## config.mk

```make
export PLATFORM = sky130hd
export DESIGN_NAME = prescaled_reload_timers
export DESIGN_NICKNAME = d
export VERILOG_FILES = /design/src/rtl/prt_pkg.sv /design/src/rtl/prt_tap_divider.sv /design/src/rtl/prt_reload_counter.sv /design/src/rtl/prescaled_reload_timers.sv
export SDC_FILE = /design/constraint.sdc
export NUM_CORES = 1
export LEC_CHECK = 0
export ABC_AREA = 0
export BUFFER_PORTS_ARGS = -buffer_cell sky130_fd_sc_hd__buf_2
export CORE_ASPECT_RATIO = 1.4
export CORE_MARGIN = 5
export CORE_UTILIZATION = 65
export CTS_BUF_LIST = sky130_fd_sc_hd__clkbuf_4 sky130_fd_sc_hd__clkbuf_8
export CTS_CLUSTER_DIAMETER = 60
export DETAILED_ROUTE_END_ITERATION = 8
export GPL_ROUTABILITY_DRIVEN = 0
export HOLD_SLACK_MARGIN = 0.12
export PLACE_DENSITY = 0.83
export RECOVER_POWER = 25
export SYNTH_ARGS = -nofsm -noshare
export SYNTH_HDL_FRONTEND = slang
export SYNTH_SLANG_ARGS = --single-unit
```

## constraint.sdc

```tcl
create_clock -name clk -period 7.6 [get_ports clk]
set_clock_uncertainty 0.05 [all_clocks]
set_input_delay 0.76 -clock clk [delete_from_list [all_inputs] [get_ports clk]]
set_output_delay 0.76 -clock clk [all_outputs]
set_load 0.005 [all_outputs]
```

## src/rtl/prt_pkg.sv

```systemverilog
package prt_pkg;
    localparam int DATA_W    = 8;
    localparam int ADDR_W    = 3;
    localparam int N_TIMERS  = 2;
    localparam int DIV_TAPS  = 10;
    localparam int SEL_W     = 4;

    localparam logic [ADDR_W-1:0] ADDR_CTRL = 3'd0;
    localparam logic [ADDR_W-1:0] ADDR_PRE  = 3'd1;
    localparam logic [ADDR_W-1:0] ADDR_TMR0 = 3'd2;
    localparam logic [ADDR_W-1:0] ADDR_FLAG = 3'd4;

    localparam int CTRL_RUN_BIT = 6;

    typedef enum logic {
        CNT_HALTED  = 1'b0,
        CNT_RUNNING = 1'b1
    } cnt_state_e;
endpackage

```

## src/rtl/prt_tap_divider.sv

```systemverilog
module prt_tap_divider
    import prt_pkg::*;
#(
    parameter int TAPS = DIV_TAPS,
    parameter int SW   = SEL_W
) (
    input  logic          clk,
    input  logic          rst_n,
    input  logic          main_ce_i,
    input  logic          sub_ce_i,
    input  logic [1:0]    speed_i,
    input  logic [SW-1:0] tap_sel_i,
    output logic          tick_o
);
    localparam logic [SW-1:0] LAST_TAP = SW'(TAPS - 1);

    logic            src_ce;
    logic [TAPS-1:0] div_q;
    logic [TAPS-1:0] tap_hit;
    logic [SW-1:0]   sel_eff;

    // speeds 10 and 11 use the sub clock, 00 and 01 the main clock
    assign src_ce = speed_i[1] ? sub_ce_i : main_ce_i;

    always_ff @(posedge clk or negedge rst_n) begin
        if (!rst_n)      div_q <= '0;
        else if (src_ce) div_q <= div_q + 1'b1;
    end

    // tap k fires when bit k is about to go from 0 to 1
    for (genvar k = 0; k < TAPS; k++) begin : g_tap
        localparam logic [TAPS-1:0] LOW_ONES = TAPS'((1 << k) - 1);
        localparam logic [TAPS-1:0] WINDOW   = TAPS'((1 << (k + 1)) - 1);
        assign tap_hit[k] = src_ce && ((div_q & WINDOW) == LOW_ONES);
    end

    assign sel_eff = (tap_sel_i > LAST_TAP) ? LAST_TAP : tap_sel_i;
    assign tick_o  = tap_hit[sel_eff];

    // a tick only ever comes from the selected source enable
    a_r4_tick_needs_source: assert property (@(posedge clk) disable iff (!rst_n)
        tick_o |-> (speed_i[1] ? sub_ce_i : main_ce_i));

    // the /2 tap can never fire on two consecutive cycles
    a_r5_tap0_spacing: assert property (@(posedge clk) disable iff (!rst_n)
        (tick_o && sel_eff == '0 && $stable(speed_i)) |=> !tick_o);
endmodule

```

## src/rtl/prt_reload_counter.sv

```systemverilog
module prt_reload_counter
    import prt_pkg::*;
#(
    parameter int W = DATA_W
) (
    input  logic         clk,
    input  logic         rst_n,
    input  logic         run_i,
    input  logic         pulse_i,
    input  logic         wr_i,
    input  logic [W-1:0] wdata_i,
    output logic [W-1:0] cnt_o,
    output logic         uf_o
);
    cnt_state_e   state_q, state_d;
    logic [W-1:0] cnt_q;
    logic [W-1:0] latch_q;
    logic         counting;
    logic         direct_load;

    // state register
    always_ff @(posedge clk or negedge rst_n) begin
        if (!rst_n) state_q <= CNT_HALTED;
        else        state_q <= state_d;
    end

    // transitions: start / stop
    always_comb begin
        state_d = state_q;
        unique case (state_q)
            CNT_HALTED:  if (run_i)  state_d = CNT_RUNNING;
            CNT_RUNNING: if (!run_i) state_d = CNT_HALTED;
        endcase
    end

    // outputs of the state machine
    always_comb begin
        counting    = 1'b0;
        direct_load = 1'b0;
        unique case (state_q)
            CNT_HALTED:  direct_load = wr_i;
            CNT_RUNNING: counting    = pulse_i;
        endcase
    end

    assign uf_o  = counting && (cnt_q == '0);
    assign cnt_o = cnt_q;

    always_ff @(posedge clk or negedge rst_n) begin
        if (!rst_n) begin
            latch_q <= '0;
            cnt_q   <= '0;
        end else begin
            if (wr_i) latch_q <= wdata_i;
            if (direct_load)   cnt_q <= wdata_i;
            else if (uf_o)     cnt_q <= latch_q;
            else if (counting) cnt_q <= cnt_q - 1'b1;
        end
    end

    // underflow reloads the value the latch held before the edge
    a_r3_reload: assert property (@(posedge clk) disable iff (!rst_n)
        uf_o |=> (cnt_q == $past(latch_q)));

    // a pulse on a non-zero count steps down by one
    a_r3_step: assert property (@(posedge clk) disable iff (!rst_n)
        (counting && cnt_q != '0) |=> (cnt_q == W'($past(cnt_q) - 1'b1)));

    // a latch write while running does not touch the count
    a_r7_run_write_keeps: assert property (@(posedge clk) disable iff (!rst_n)
        (wr_i && state_q == CNT_RUNNING && !pulse_i) |=> $stable(cnt_q));

    // without a pulse in the running state or a halted load the count holds
    a_r9_hold: assert property (@(posedge clk) disable iff (!rst_n)
        (!counting && !direct_load) |=> $stable(cnt_q));
endmodule

```

## src/rtl/prescaled_reload_timers.sv

```systemverilog
module prescaled_reload_timers
    import prt_pkg::*;
(
    input  logic              clk,
    input  logic              rst_n,
    input  logic              main_ce,
    input  logic              sub_ce,
    input  logic              wr_en,
    input  logic [ADDR_W-1:0] wr_addr,
    input  logic [DATA_W-1:0] wr_data,
    input  logic [ADDR_W-1:0] rd_addr,
    output logic [DATA_W-1:0] rd_data,
    output logic [N_TIMERS-1:0] tmr_irq_o
);
    logic [DATA_W-1:0]   ctrl_q;
    logic                run;
    logic                tick;
    logic                pre_uf;
    logic [DATA_W-1:0]   pre_cnt;
    logic [DATA_W-1:0]   tmr_cnt [N_TIMERS];
    logic [N_TIMERS-1:0] tmr_uf;
    logic [N_TIMERS-1:0] flag_q;
    logic                flag_wr;

    always_ff @(posedge clk or negedge rst_n) begin
        if (!rst_n)                             ctrl_q <= '0;
        else if (wr_en && wr_addr == ADDR_CTRL) ctrl_q <= wr_data;
    end

    assign run     = ctrl_q[CTRL_RUN_BIT];
    assign flag_wr = wr_en && (wr_addr == ADDR_FLAG);

    prt_tap_divider #(.TAPS(DIV_TAPS), .SW(SEL_W)) u_div (
        .clk       (clk),
        .rst_n     (rst_n),
        .main_ce_i (main_ce),
        .sub_ce_i  (sub_ce),
        .speed_i   (ctrl_q[1:0]),
        .tap_sel_i (ctrl_q[5:2]),
        .tick_o    (tick)
    );

    prt_reload_counter #(.W(DATA_W)) u_pre (
        .clk     (clk),
        .rst_n   (rst_n),
        .run_i   (run),
        .pulse_i (tick),
        .wr_i    (wr_en && wr_addr == ADDR_PRE),
        .wdata_i (wr_data),
        .cnt_o   (pre_cnt),
        .uf_o    (pre_uf)
    );

    for (genvar i = 0; i < N_TIMERS; i++) begin : g_tmr
        localparam logic [ADDR_W-1:0] MY_ADDR = ADDR_TMR0 + ADDR_W'(i);

        prt_reload_counter #(.W(DATA_W)) u_tmr (
            .clk     (clk),
            .rst_n   (rst_n),
            .run_i   (run),
            .pulse_i (pre_uf),
            .wr_i    (wr_en && wr_addr == MY_ADDR),
            .wdata_i (wr_data),
            .cnt_o   (tmr_cnt[i]),
            .uf_o    (tmr_uf[i])
        );

        // underflow has priority over a software clear
        always_ff @(posedge clk or negedge rst_n) begin
            if (!rst_n)                     flag_q[i] <= 1'b0;
            else if (tmr_uf[i])             flag_q[i] <= 1'b1;
            else if (flag_wr && !wr_data[i]) flag_q[i] <= 1'b0;
        end

        // underflow sets the flag even against a clear
        a_r8_set_wins: assert property (@(posedge clk) disable iff (!rst_n)
            tmr_uf[i] |=> flag_q[i]);

        // a clear without underflow drops the flag
        a_r8_clear: assert property (@(posedge clk) disable iff (!rst_n)
            (flag_wr && !wr_data[i] && !tmr_uf[i]) |=> !flag_q[i]);

        // a timer only underflows on a prescaler underflow
        a_r6_shared_source: assert property (@(posedge clk) disable iff (!rst_n)
            tmr_uf[i] |-> pre_uf);
    end

    assign tmr_irq_o = flag_q;

    always_comb begin
        rd_data = '0;
        unique case (rd_addr)
            3'd0:    rd_data = ctrl_q;
            3'd1:    rd_data = pre_cnt;
            3'd2:    rd_data = tmr_cnt[0];
            3'd3:    rd_data = tmr_cnt[1];
            3'd4:    rd_data = DATA_W'(flag_q);
            default: rd_data = '0;
        endcase
    end
endmodule

```

# Word level (Yosys, flattened, before mapping)
# Cells that the tools add are included.
# W data, S select, Z words.
dict set report classes {
  add_sub_neg 4
  magnitude_cmp 2
  n_eq_ne 17
  n_mux 24
  n_reduce_logical 33
}
# op count
set ops {}
lappend ops {{$mux W8} 9}
lappend ops {{$pmux W8 S5} 1}
lappend ops {{$logic_not A8 Y1} 3}
lappend ops {{$sub A8 B1 Y8 const B} 3}
lappend ops {{$logic_and A1 B1 Y1} 20}
lappend ops {{$eq A3 B2 Y1 const B} 5}
lappend ops {{$mux W1} 12}
lappend ops {{$add A10 B1 Y10 const B} 1}
lappend ops {{$eq A10 B9 Y1 const B} 1}
lappend ops {{$logic_not A10 Y1} 1}
lappend ops {{$eq A9 B8 Y1 const B} 1}
lappend ops {{$reduce_bool A3 Y1} 3}
lappend ops {{$eq A8 B7 Y1 const B} 1}
lappend ops {{$eq A7 B6 Y1 const B} 1}
lappend ops {{$eq A3 B1 Y1 const B} 2}
lappend ops {{$eq A3 B3 Y1 const B} 2}
lappend ops {{$eq A6 B5 Y1 const B} 1}
lappend ops {{$logic_not A3 Y1} 2}
lappend ops {{$eq A5 B4 Y1 const B} 1}
lappend ops {{$lt A4 B5 Y1 const B} 1}
lappend ops {{$bmux W1 S4} 1}
lappend ops {{$eq A4 B3 Y1 const B} 1}
lappend ops {{$gt A4 B4 Y1 const B} 1}
lappend ops {{$mux W4} 1}
lappend ops {{3 further kinds} 5}
dict set report word_totals {
  ff_bits 69
  input_bits 19
  out_inout_bits 10
  word_cells 91
}

# Longest topological paths before layout
# Gate-level depths: netlist (run 1).
dict set report logic_depth {
  depth_word 10
  mapped_depth 11
  ltp_nobuf 10
}

# By module
# From an unflattened synthesis (run 1), not the netlist that was laid out.
dict set report hier_totals {
  hier_cells 379
  hier_area_um2 4130.2
}
# module instances cells_each area_per_inst_um2 seq_area_each_um2
set by_module_without_submodules {}
lappend by_module_without_submodules {prt_reload_counter 3 84 915.9 425.4}
lappend by_module_without_submodules {prescaled_reload_timers 1 58 720.7 250.2}
lappend by_module_without_submodules {prt_tap_divider 1 69 661.9 250.2}

# Worst setup path after synthesis (run 1)
# OpenSTA, ideal clock, no wires.
dict set report synth_timing {
  kind {input port to output port}
  startpoint {input rd_addr[1]}
  endpoint {output rd_data[7]}
  t_arrival_ns 1.731
  t_required_ns 6.790
  path_slack_ns 5.059
  cell_stages 3
  n_path_buf 1
  cell_sequence {clkbuf_1 > mux4_2 > nor2b_1}
}
dict set report synth_via {
  elab_chain_cells 2
  elab_cells_between_ends 6
  cone_classes {eq/ne: 4; mux: 1; reduce/logical: 1}
}
# element line_no
set synth_lines {}
lappend synth_lines {{from (decl)} prescaled_reload_timers.sv:11} ;# input logic [ADDR_W-1:0] rd_addr,
lappend synth_lines {{$eq A3 B3 Y1, or another cell as far along} prescaled_reload_timers.sv:92} ;# unique case (rd_addr)
lappend synth_lines {{$pmux W8 S5 (*)} prescaled_reload_timers.sv:92}
lappend synth_lines {{to (decl)} prescaled_reload_timers.sv:12} ;# output logic [DATA_W-1:0] rd_data,
# Mark *: on every way between the ends. The rest lies on a longest branch, timed or not.

==> results of run 1 <==
-- power groups by stage --
stage,combinational [W],clock [W],sequential [W]
after floorplan,0.000440,0,0.000594
after global placement,0.000526,0,0.000652
after detailed placement,0.000554,0,0.000659
after CTS,0.000559,0.000268,0.000653
after global routing,0.000625,0.000288,0.000677
final,0.000563,0.000264,0.000663
-- cell families (layout without fill, tap and decap cells) --
kind of cell    count (synthesis)  in the layout
compound gates                100            100
xor+xnor                       11             11
fa+ha+maj                       8              8
buf+inv                        31             62
flops                          69             69
mux                            41             41
simple gates                  138            138
-- final timing paths --
kind	startpoint	endpoint	slack (ns)
min reg2reg	ctrl_q[6]$_DFFE_PN0P_	u_pre.state_q$_DFF_PN0_	0.40
min in group asynchronous	rst_n	u_pre.latch_q[1]$_DFFE_PN0P_	1.70
max in group clk	u_div.div_q[0]$_DFFE_PN0P_	g_tmr[1].u_tmr.cnt_o[7]$_DFFE_PN0P_	4.69
max reg2reg	u_div.div_q[0]$_DFFE_PN0P_	g_tmr[1].u_tmr.cnt_o[7]$_DFFE_PN0P_	4.69
min	ctrl_q[6]$_DFFE_PN0P_	u_pre.state_q$_DFF_PN0_	0.40
max	rst_n	g_tmr[1].u_tmr.latch_q[4]$_DFFE_PN0P_	3.74
-- cell usage in the layout (no fill, tap or decap), drive strengths merged, types with 3 or more instances in the layout --
| master | netlist | final |
|---|---|---|
| inv | 15 | 15 |
| nor2 | 32 | 32 |
| dfrtp | 69 | 69 |
| a221o | 22 | 22 |
| buf | 6 | 30 |
| mux2 | 32 | 32 |
| o31ai | 6 | 6 |
| mux4 | 6 | 6 |
| clkinv | 0 | 4 |
| nand3 | 9 | 9 |
| a22oi | 5 | 5 |
| o21ai | 18 | 18 |
| nand2 | 19 | 19 |
| nor2b | 13 | 13 |
| a21o | 3 | 3 |
| a211oi | 4 | 4 |
| a2111oi | 5 | 5 |
| and3 | 9 | 9 |
| a31oi | 8 | 8 |
| xnor2 | 9 | 9 |
| nand4 | 3 | 3 |
| nor3b | 9 | 9 |
| mux2i | 3 | 3 |
| a21oi | 18 | 18 |
| nor4 | 3 | 3 |
| and2 | 11 | 11 |
| ha | 8 | 8 |
| nor3 | 13 | 13 |
| clkbuf | 10 | 12 |
| or3 | 3 | 3 |
| nand2b | 4 | 4 |
-- cell type report --
class / count / area (um2)
clock buffer: 11 / 138.9
clock inverter: 5 / 27.53
fill: 471 / 1727
inverter: 15 / 56.30
multi-input combinational: 298 / 2286
sequential: 69 / 1727
tap: 72 / 90.09
timing repair buffer: 31 / 158.9
-- stage by stage --
stage	instances	setup slack (ns)	hold WS [ns]	power (W)
detailed placement	485	4.704	0.3877	0.001213
global route	501	2.932	0.3998	0.001590
CTS	501	4.674	0.4038	0.001480
global placement	485	4.776	0.3774	0.001179
finish	501	3.737	0.3967	0.001489
floorplan	398	5.059	0.3160	0.001034
-- sequential cells by signal (all words and copies together) (netlist names) --
register / cells
ctrl_q: 8
g_tmr.u_tmr.cnt_o: 16
g_tmr.u_tmr.latch_q: 16
tmr_irq_o: 2
u_div.div_q: 10
u_pre.cnt_o: 8
u_pre.latch_q: 8
u_pre.state_q: 1
-- per-layer routing --
| metal | wire length, um | GRT usage [%] |
|---|---|---|
| met5 | 0 | 0 |
| met4 | 456 | 13.39 |
| met3 | 837 | 7.886 |
| met2 | 5534 | 46.33 |
| met1 | 4089 | 35.12 |
==> out/results.txt, run 1 <==
The flow ran to the end, but the final reports show violations. The checks that failed: max-capacitance violations, max-slew violations. The worst setup path is launched from an input port. The post-route clock period utilization came out at 50.82%.

Dominant synthesized flop cell: dfrtp_1. For this design the ratio of total power to cell area is 332.1 nW/um2. The clock-pin slew on the worst setup and hold paths works out to 0.07 ns. The clock network is responsible for 17.7% of the overall power.

Once the floorplan was initialized, standard cells occupied 66.68% of the core. By area the synthesized netlist is led by dfrtp_1, mux2_2, a221o_1. The share of final-layout standard cells stronger than drive strength 1 is 22.84%. The combinational family with the most area after synthesis was compound AO/OA/AOI/OAI gates. For the final routed database, the setup TNS stands at 0 ns. The final layout contains 451 nets.

For the count of cell types in the netlist, the log shows 56. After routing the design area is 4484 um2. Setup violations remaining at the end of the flow were counted as 0.

The count of buffers added on input and output ports is 28. VDD sags by at most 0.2040 mV. Summing all placed instances gives a cell area of 4322 um2. Summed over all nets, the switching power comes to 0.0006064 W.

The largest individual stage delay along the critical path comes from the cell clkbuf_1. Multiplexer cells account for 12.69% of the synthesized area. Summing the areas of all fa, ha and maj instances in the mapped netlist gives 2.417% of the synthesized area. Counting flops and latches in the post-synthesis netlist gives 69. The number of antenna diodes in the final layout is 0.

Once the clock tree was built, the resizer swapped 0 gates to a different size. The number of vias per cell after detailed routing came out at 7.000. Averaged over all synthesized cells, the footprint is 10.41 um2. For the combinational power share, the log shows 37.8%. The synthesized netlist devotes 18.97% of its cell area to compound gates. The detail route stage leaves a number of antenna-violating nets equal to 0. The number of enable flip-flop cells after synthesis came out at 0.

TritonCTS built the clock tree. The signal on the critical path passes through buf_2 > clkbuf_1. The maximum buffer depth of the clock tree came out at 2.

The maximum level of the CTS H-tree is 3, and the maximum fanout along the worst path is 69. 29 I/O pins were placed. Entering global routing, the biggest net connects 70 pins. Library cell occupying the most area in the post-synthesis netlist: dfrtp_1. For the number of nets produced by synthesis, the log shows 425. For this run, the number of Yosys warnings is 0. The required time reported for the critical path endpoint came out at 7.17 ns. The worst setup path is captured at an async pin. The number of buffers inserted for hold repair after clock tree synthesis is 0.

From bottom edge to top edge, the die measures 104.4 um. After synthesis the cells add up to 4141 um2. Once layout is complete, the utilization of the core stands at 72.20%. The core footprint was 6211 um2; the number of remaining DRC errors was 0. The fraction of synthesis flops using an asynchronous set or reset pin works out to 100.0%. Derived from the worst setup path, the maximum achievable clock frequency is 0.2589 GHz. The count of final max-slew check failures was 70; the largest stage delay on the critical path was 2.56 ns. Setup repair after global routing left no endpoint under its margin. For this block, the initial DRC count from the detailed router was 349. Synthesis handed over a netlist of 398 instances. The logs give 18260 um for the wire length of the first global-routing pass and 3501 for the via count of the first global-routing pass. The floorplan has 34 rows. The tools report the number of max-cap violations as 1. The number of antenna violations at the first check in global routing was 0.

Grouping stages by cell kind, the critical path spends the most delay in buffers and inverters. The area growth from synthesis to layout is 8.278%. In this run the number of cells on the critical path is 2. In this run the static leakage power is 1.933 nW.

The fraction of post-synthesis cell area in the top cell type by area is 41.69%. The type of the worst setup path is in -> async. The tools report the relative contribution of sequential cells to total power as 44.5%.

After global routing the overflow that remains totals 0. The internal portion of the total power is 0.0008828 W. Ranked by instance count, the synthesized netlist is headed by dfrtp_1, mux2_2, nor2_1. Clock buffer count from CTS: 9. The synthesized netlist devotes 18.64% of its cell area to simple gates. The cell depth of the worst min-delay path is 0, and the synthesized-area fraction occupied by xor and xnor cells is 2.326%.

After detailed routing, the average wire length per cell comes to 21.79 um. Horizontal die dimension: 77.46 um. The path class of the tightest hold or removal check is reg -> reg. Source-to-sink clock delay at the later pin of the worst-skew pair: 0.36 ns.

The run gives 3507 as the via total after detailed routing. Together, buffers and inverters on the worst path number 2. Data arrives at the worst endpoint at 3.44 ns. Before antenna repair, the detailed router went through 5 iterations.

The worst path needs 3.863 ns of the cycle, external delays included. The run gives 41.69% as the sequential share of the synthesized area. The transition time at the pin with the least slew margin is 3.649 ns, and the number of sinks on the clock net is 69. The routed wire length is 10920 um, and the area of the die is 8090 um2. Net switching is 40.72% of the power. For the number of hold violations in the final report, the log shows 0. The logs give 0 for the number of buffers inserted by post-CTS setup repair and -143.3% for the max-slew headroom at the worst pin. The HPWL after detailed placement was 7753 um. Number of cells on the worst reg-to-reg path: 9. Total routing resource utilization after global routing: 28.65%. Among all cell types in the netlist, the one instantiated most often is dfrtp_1.

In this run the clock root is driven by a clkbuf_8.
(Power assumes the default switching activity.)
==> run 2, diff against run 1 <==
ABC_AREA = 1   (was 0)
CORE_UTILIZATION = 57   (was 65)
PLACE_DENSITY = 0.77   (was 0.83)
clock period = 3.47 ns   (was 7.6 ns; I/O delays follow)
==> out/results.txt, run 2 <==
The endpoint class of the critical path is a register. The transition time at the pin with the least slew margin is 0.9244 ns (-2.725 ns), and the routed wirelength normalized by instance count is 16.09 um (-26%). The area growth from synthesis to layout is 10.67%. The highest clock frequency the design can meet is 0.3969 GHz, and the number of top-level design ports is 29 (unchanged). The tools report the worst ir drop on vdd as 0.3636 mV (+78%). The tools report the number of buffers inserted by post-CTS setup repair as 0 (unchanged). The top cell types in the final layout, fill and taps aside, are nand2_1, inv_1, dfrtp_1. The logs give 7792 um (+0.51%) for the HPWL after detailed placement and 0 (unchanged) for the aggregate global routing overflow. The run gives 58.01% (-8.7 points) as the initial standard-cell utilization of the core. The number of nets still failing antenna checks after routing is 0 (unchanged). The count of final max-slew check failures is 0 (-100%). The synthesis-stage register bit count is 69 (unchanged), and the antenna diode count is 0 (unchanged). The fraction of post-synthesis cell area in the top cell type by area was 43.19% (+1.5 points); the number of antenna violations at the first check in global routing was 0 (unchanged). The run gives 36 (+5.9%) as the row count. The flow ran to the end, and the final reports show no timing, DRC or antenna violations. The maximum buffer depth of the clock tree came out at 2 (unchanged). The sequential share of the synthesized area is 43.19% (+1.5 points). The post-synth design cell area is 3998 um2 (-3.5%).

The count of buffers inserted at the top-level ports is 28 (unchanged), and the routed wire length is 10590 um (-3.0%). Horizontal die dimension: 80.78 um (+4.3%). Setup repair after global routing left no endpoint under its margin. The total buffers and inverters traversed by the critical path came out at 2 (unchanged).

The via count of the first global-routing pass was 3674 (+4.9%). The tightest min-delay check is of the in -> reg type. The maximum fanout along the worst path came out at 16 (-77%). By instance count, the leading cell after synthesis is nand2_1. The largest net degree at the start of global routing came out at 41 (-41%). The tools report the area of the die as 8812 um2 (+8.9%). STA classifies the critical path startpoint as a register.

The number of vias per cell after detailed routing works out to 5.544 (-21%). The maximum level of the CTS H-tree came out at 3 (unchanged). The fraction of synthesis flops using an asynchronous set or reset pin came out at 100.0% (unchanged). Number of buffers inserted for hold repair after clock tree synthesis: 1 (+1). Counting instances in the post-synthesis netlist gives the leading cell types as nand2_1, inv_1, dfrtp_1.

The run gives 524 (+32%) as the count of mapped cells out of synthesis. The clock period minus worst slack was 2.520 ns. The library cell used most frequently in the layout, excluding fill and tap cells, is nand2_1. Number of enable flip-flop cells after synthesis: 0 (unchanged). The number of nets produced by synthesis is 551 (+30%), and the post-route total power is 0.003104 W (+110%). The largest stage delay on the critical path is 0.43 ns (-2.13 ns). Of all cell types, the one taking the most synthesized area is dfrtp_1. Number of search-and-repair iterations in the first detailed-routing pass: 5 (unchanged). The power per cell area works out to 701.5 nW/um2 (+110%). After layout, the worst path uses 72.61% of the clock period. For the clock buffer count from CTS, the log shows 9 (unchanged).

The wire length of the first global-routing pass came out at 17640 um (-3.4%). Walking the worst path, the cells encountered are ha_1 > nand2_2 > nor4_1 > ha_1 > o21ai_0 > inv_1 > nand2_1 > a21oi_4 > nand3_4 > clkinv_2 > nand2_2 > o21ai_1 > nand2_1. The cell leakage power came out at 2.267 nW (+17%). Required time reported for the critical path endpoint: 3.67 ns (-3.50 ns). The logs give 6892 um2 (+11%) for the core footprint and 587 (+30%) for the net count of the finished layout.

The average footprint of a synthesized cell came out at 7.629 um2 (-27%). The run gives 69 (unchanged) as the number of sinks on the clock net. The highest-delay cell along the critical path was dfrtp_1. The post-cts sizing count is 0 (unchanged). Ranked by total cell area, the synthesized netlist is headed by dfrtp_1, nand2_1, inv_1. The via total after detailed routing was 3648 (+4.0%). The tools report the cell at the root of the clock tree as clkbuf_8.

The share of final-layout standard cells stronger than drive strength 1 is 10.66% (-12 points), and the signal arrival time at the worst endpoint is 2.72 ns (-0.72 ns). The tools report the max-slew headroom at the worst pin as 38.38% (+180 points). Setup TNS: 0 ns (unchanged). TritonCTS built the clock tree.

For this run, the leading register cell type out of synthesis is dfrtp_1. The number of DRC markers after the initial detailed-route iteration was 310 (-11%). The setup violation total in the final timing report was 0 (unchanged); the number of remaining DRC errors was 0 (unchanged). The total routing resource utilization after global routing was 26.61% (-2.0 points); the clock-pin slew on the worst setup and hold paths was 0.07 ns (about the same).

Filler cell count: 626 (+33%). The tools report the count of cell types in the netlist as 41 (-27%). Grouping stages by cell kind, the critical path spends the most delay in simple AND/OR/NAND/NOR gates. The number of hold violations in the final report is 0 (unchanged).

The height of the die is 109.1 um (+4.4%), and the number of max-cap violations is 0 (-1). For the number of synthesis warnings, the log shows 0 (unchanged). The type of the worst setup path was reg -> reg. The tools report the source-to-sink clock delay at the later pin of the worst-skew pair as 0.36 ns (about the same).
-- run 2: cell type report --
cell class	count	area, um2	area share, %
Tap cell	95	118.9	2.687
Clock inverter	2	35.03	0.7919
Multi-Input combinational cell	364	1912	43.21
Inverter	85	320.3	7.240
Timing Repair Buffer	31	158.9	3.592
Clock buffer	12	152.6	3.450
Sequential cell	69	1727	39.03
-- run 2: through the flow --
stage	cells	hold slack (ns)	area [um2]	worst slack (ns)	utilization (%)
final	658	0.2506	4424	0.9504	64.20
after global routing	658	0.2525	4424	0.6548	64.20
after CTS	658	0.2386	4438	0.9466	64.40
after detailed placement	643	0.3406	4240	0.9906	61.53
after global placement	643	0.3290	4240	1.087	61.53
after floorplan	524	0.001409	3998	1.358	-
-- run 2: worst register-to-register path: cells and delay by family (launching register included) --
family | cells | cell delay (ns)
AOI/OAI and AO/OA | 3 | 0.40
adders and majority gates | 2 | 0.42
buffers and inverters | 2 | 0.28
DFF | 1 | 0.43
and+or+nand+nor | 6 | 0.83
-- run 2: final timing paths --
path                                            start                                    end  slack (ns)  depth (start not counted)
setup / recovery           u_div.div_q[0]$_DFFE_PN0P_    g_tmr[1].u_tmr.cnt_o[5]$_DFFE_PN0P_        0.95                         13
hold / removal                             wr_addr[2]  g_tmr[0].u_tmr.latch_q[6]$_DFFE_PN0P_        0.25                          4
setup reg to reg           u_div.div_q[0]$_DFFE_PN0P_    g_tmr[1].u_tmr.cnt_o[5]$_DFFE_PN0P_        0.95                         13
hold reg to reg                 ctrl_q[6]$_DFFE_PN0P_                u_pre.state_q$_DFF_PN0_        0.36                          0
max in group asynchronous                       rst_n                u_pre.state_q$_DFF_PN0_        1.79                          3
min in group asynchronous                       rst_n           u_pre.latch_q[5]$_DFFE_PN0P_        0.62                          2
-- run 2: metal layers --
layer | global-route usage [%] | up-vias | share of wire [%]
met5 | 0 | - | 0
met1 | 33.73 | 1706 | 41
met3 | 4.215 | 30 | 6.7
met4 | 14.25 | 0 | 3.9
met2 | 43.36 | 151 | 49
li1 | - | 1761 | -
-- run 2: report_power, final --
group	total [W]	leakage, nW	internal (W)	switching (W)
clock	0.000661	0.0991	0.000359	0.000303
sequential	0.00136	0.856	0.00106	0.000298
combinational	0.00108	1.31	0.000423	0.000658
total	0.00310	2.27	0.00185	0.00126
-- run 2: logic make-up after synthesis --
family | after synthesis | synth area share (%)
and+or+nand+nor | 243 | 27.17
buffers and inverters | 91 | 8.795
muxes | 1 | 0.2817
AOI/OAI and AO/OA | 92 | 13.68
xor gates and xnor gates | 20 | 4.382
DFF | 69 | 43.19
adders and majority gates | 8 | 2.504
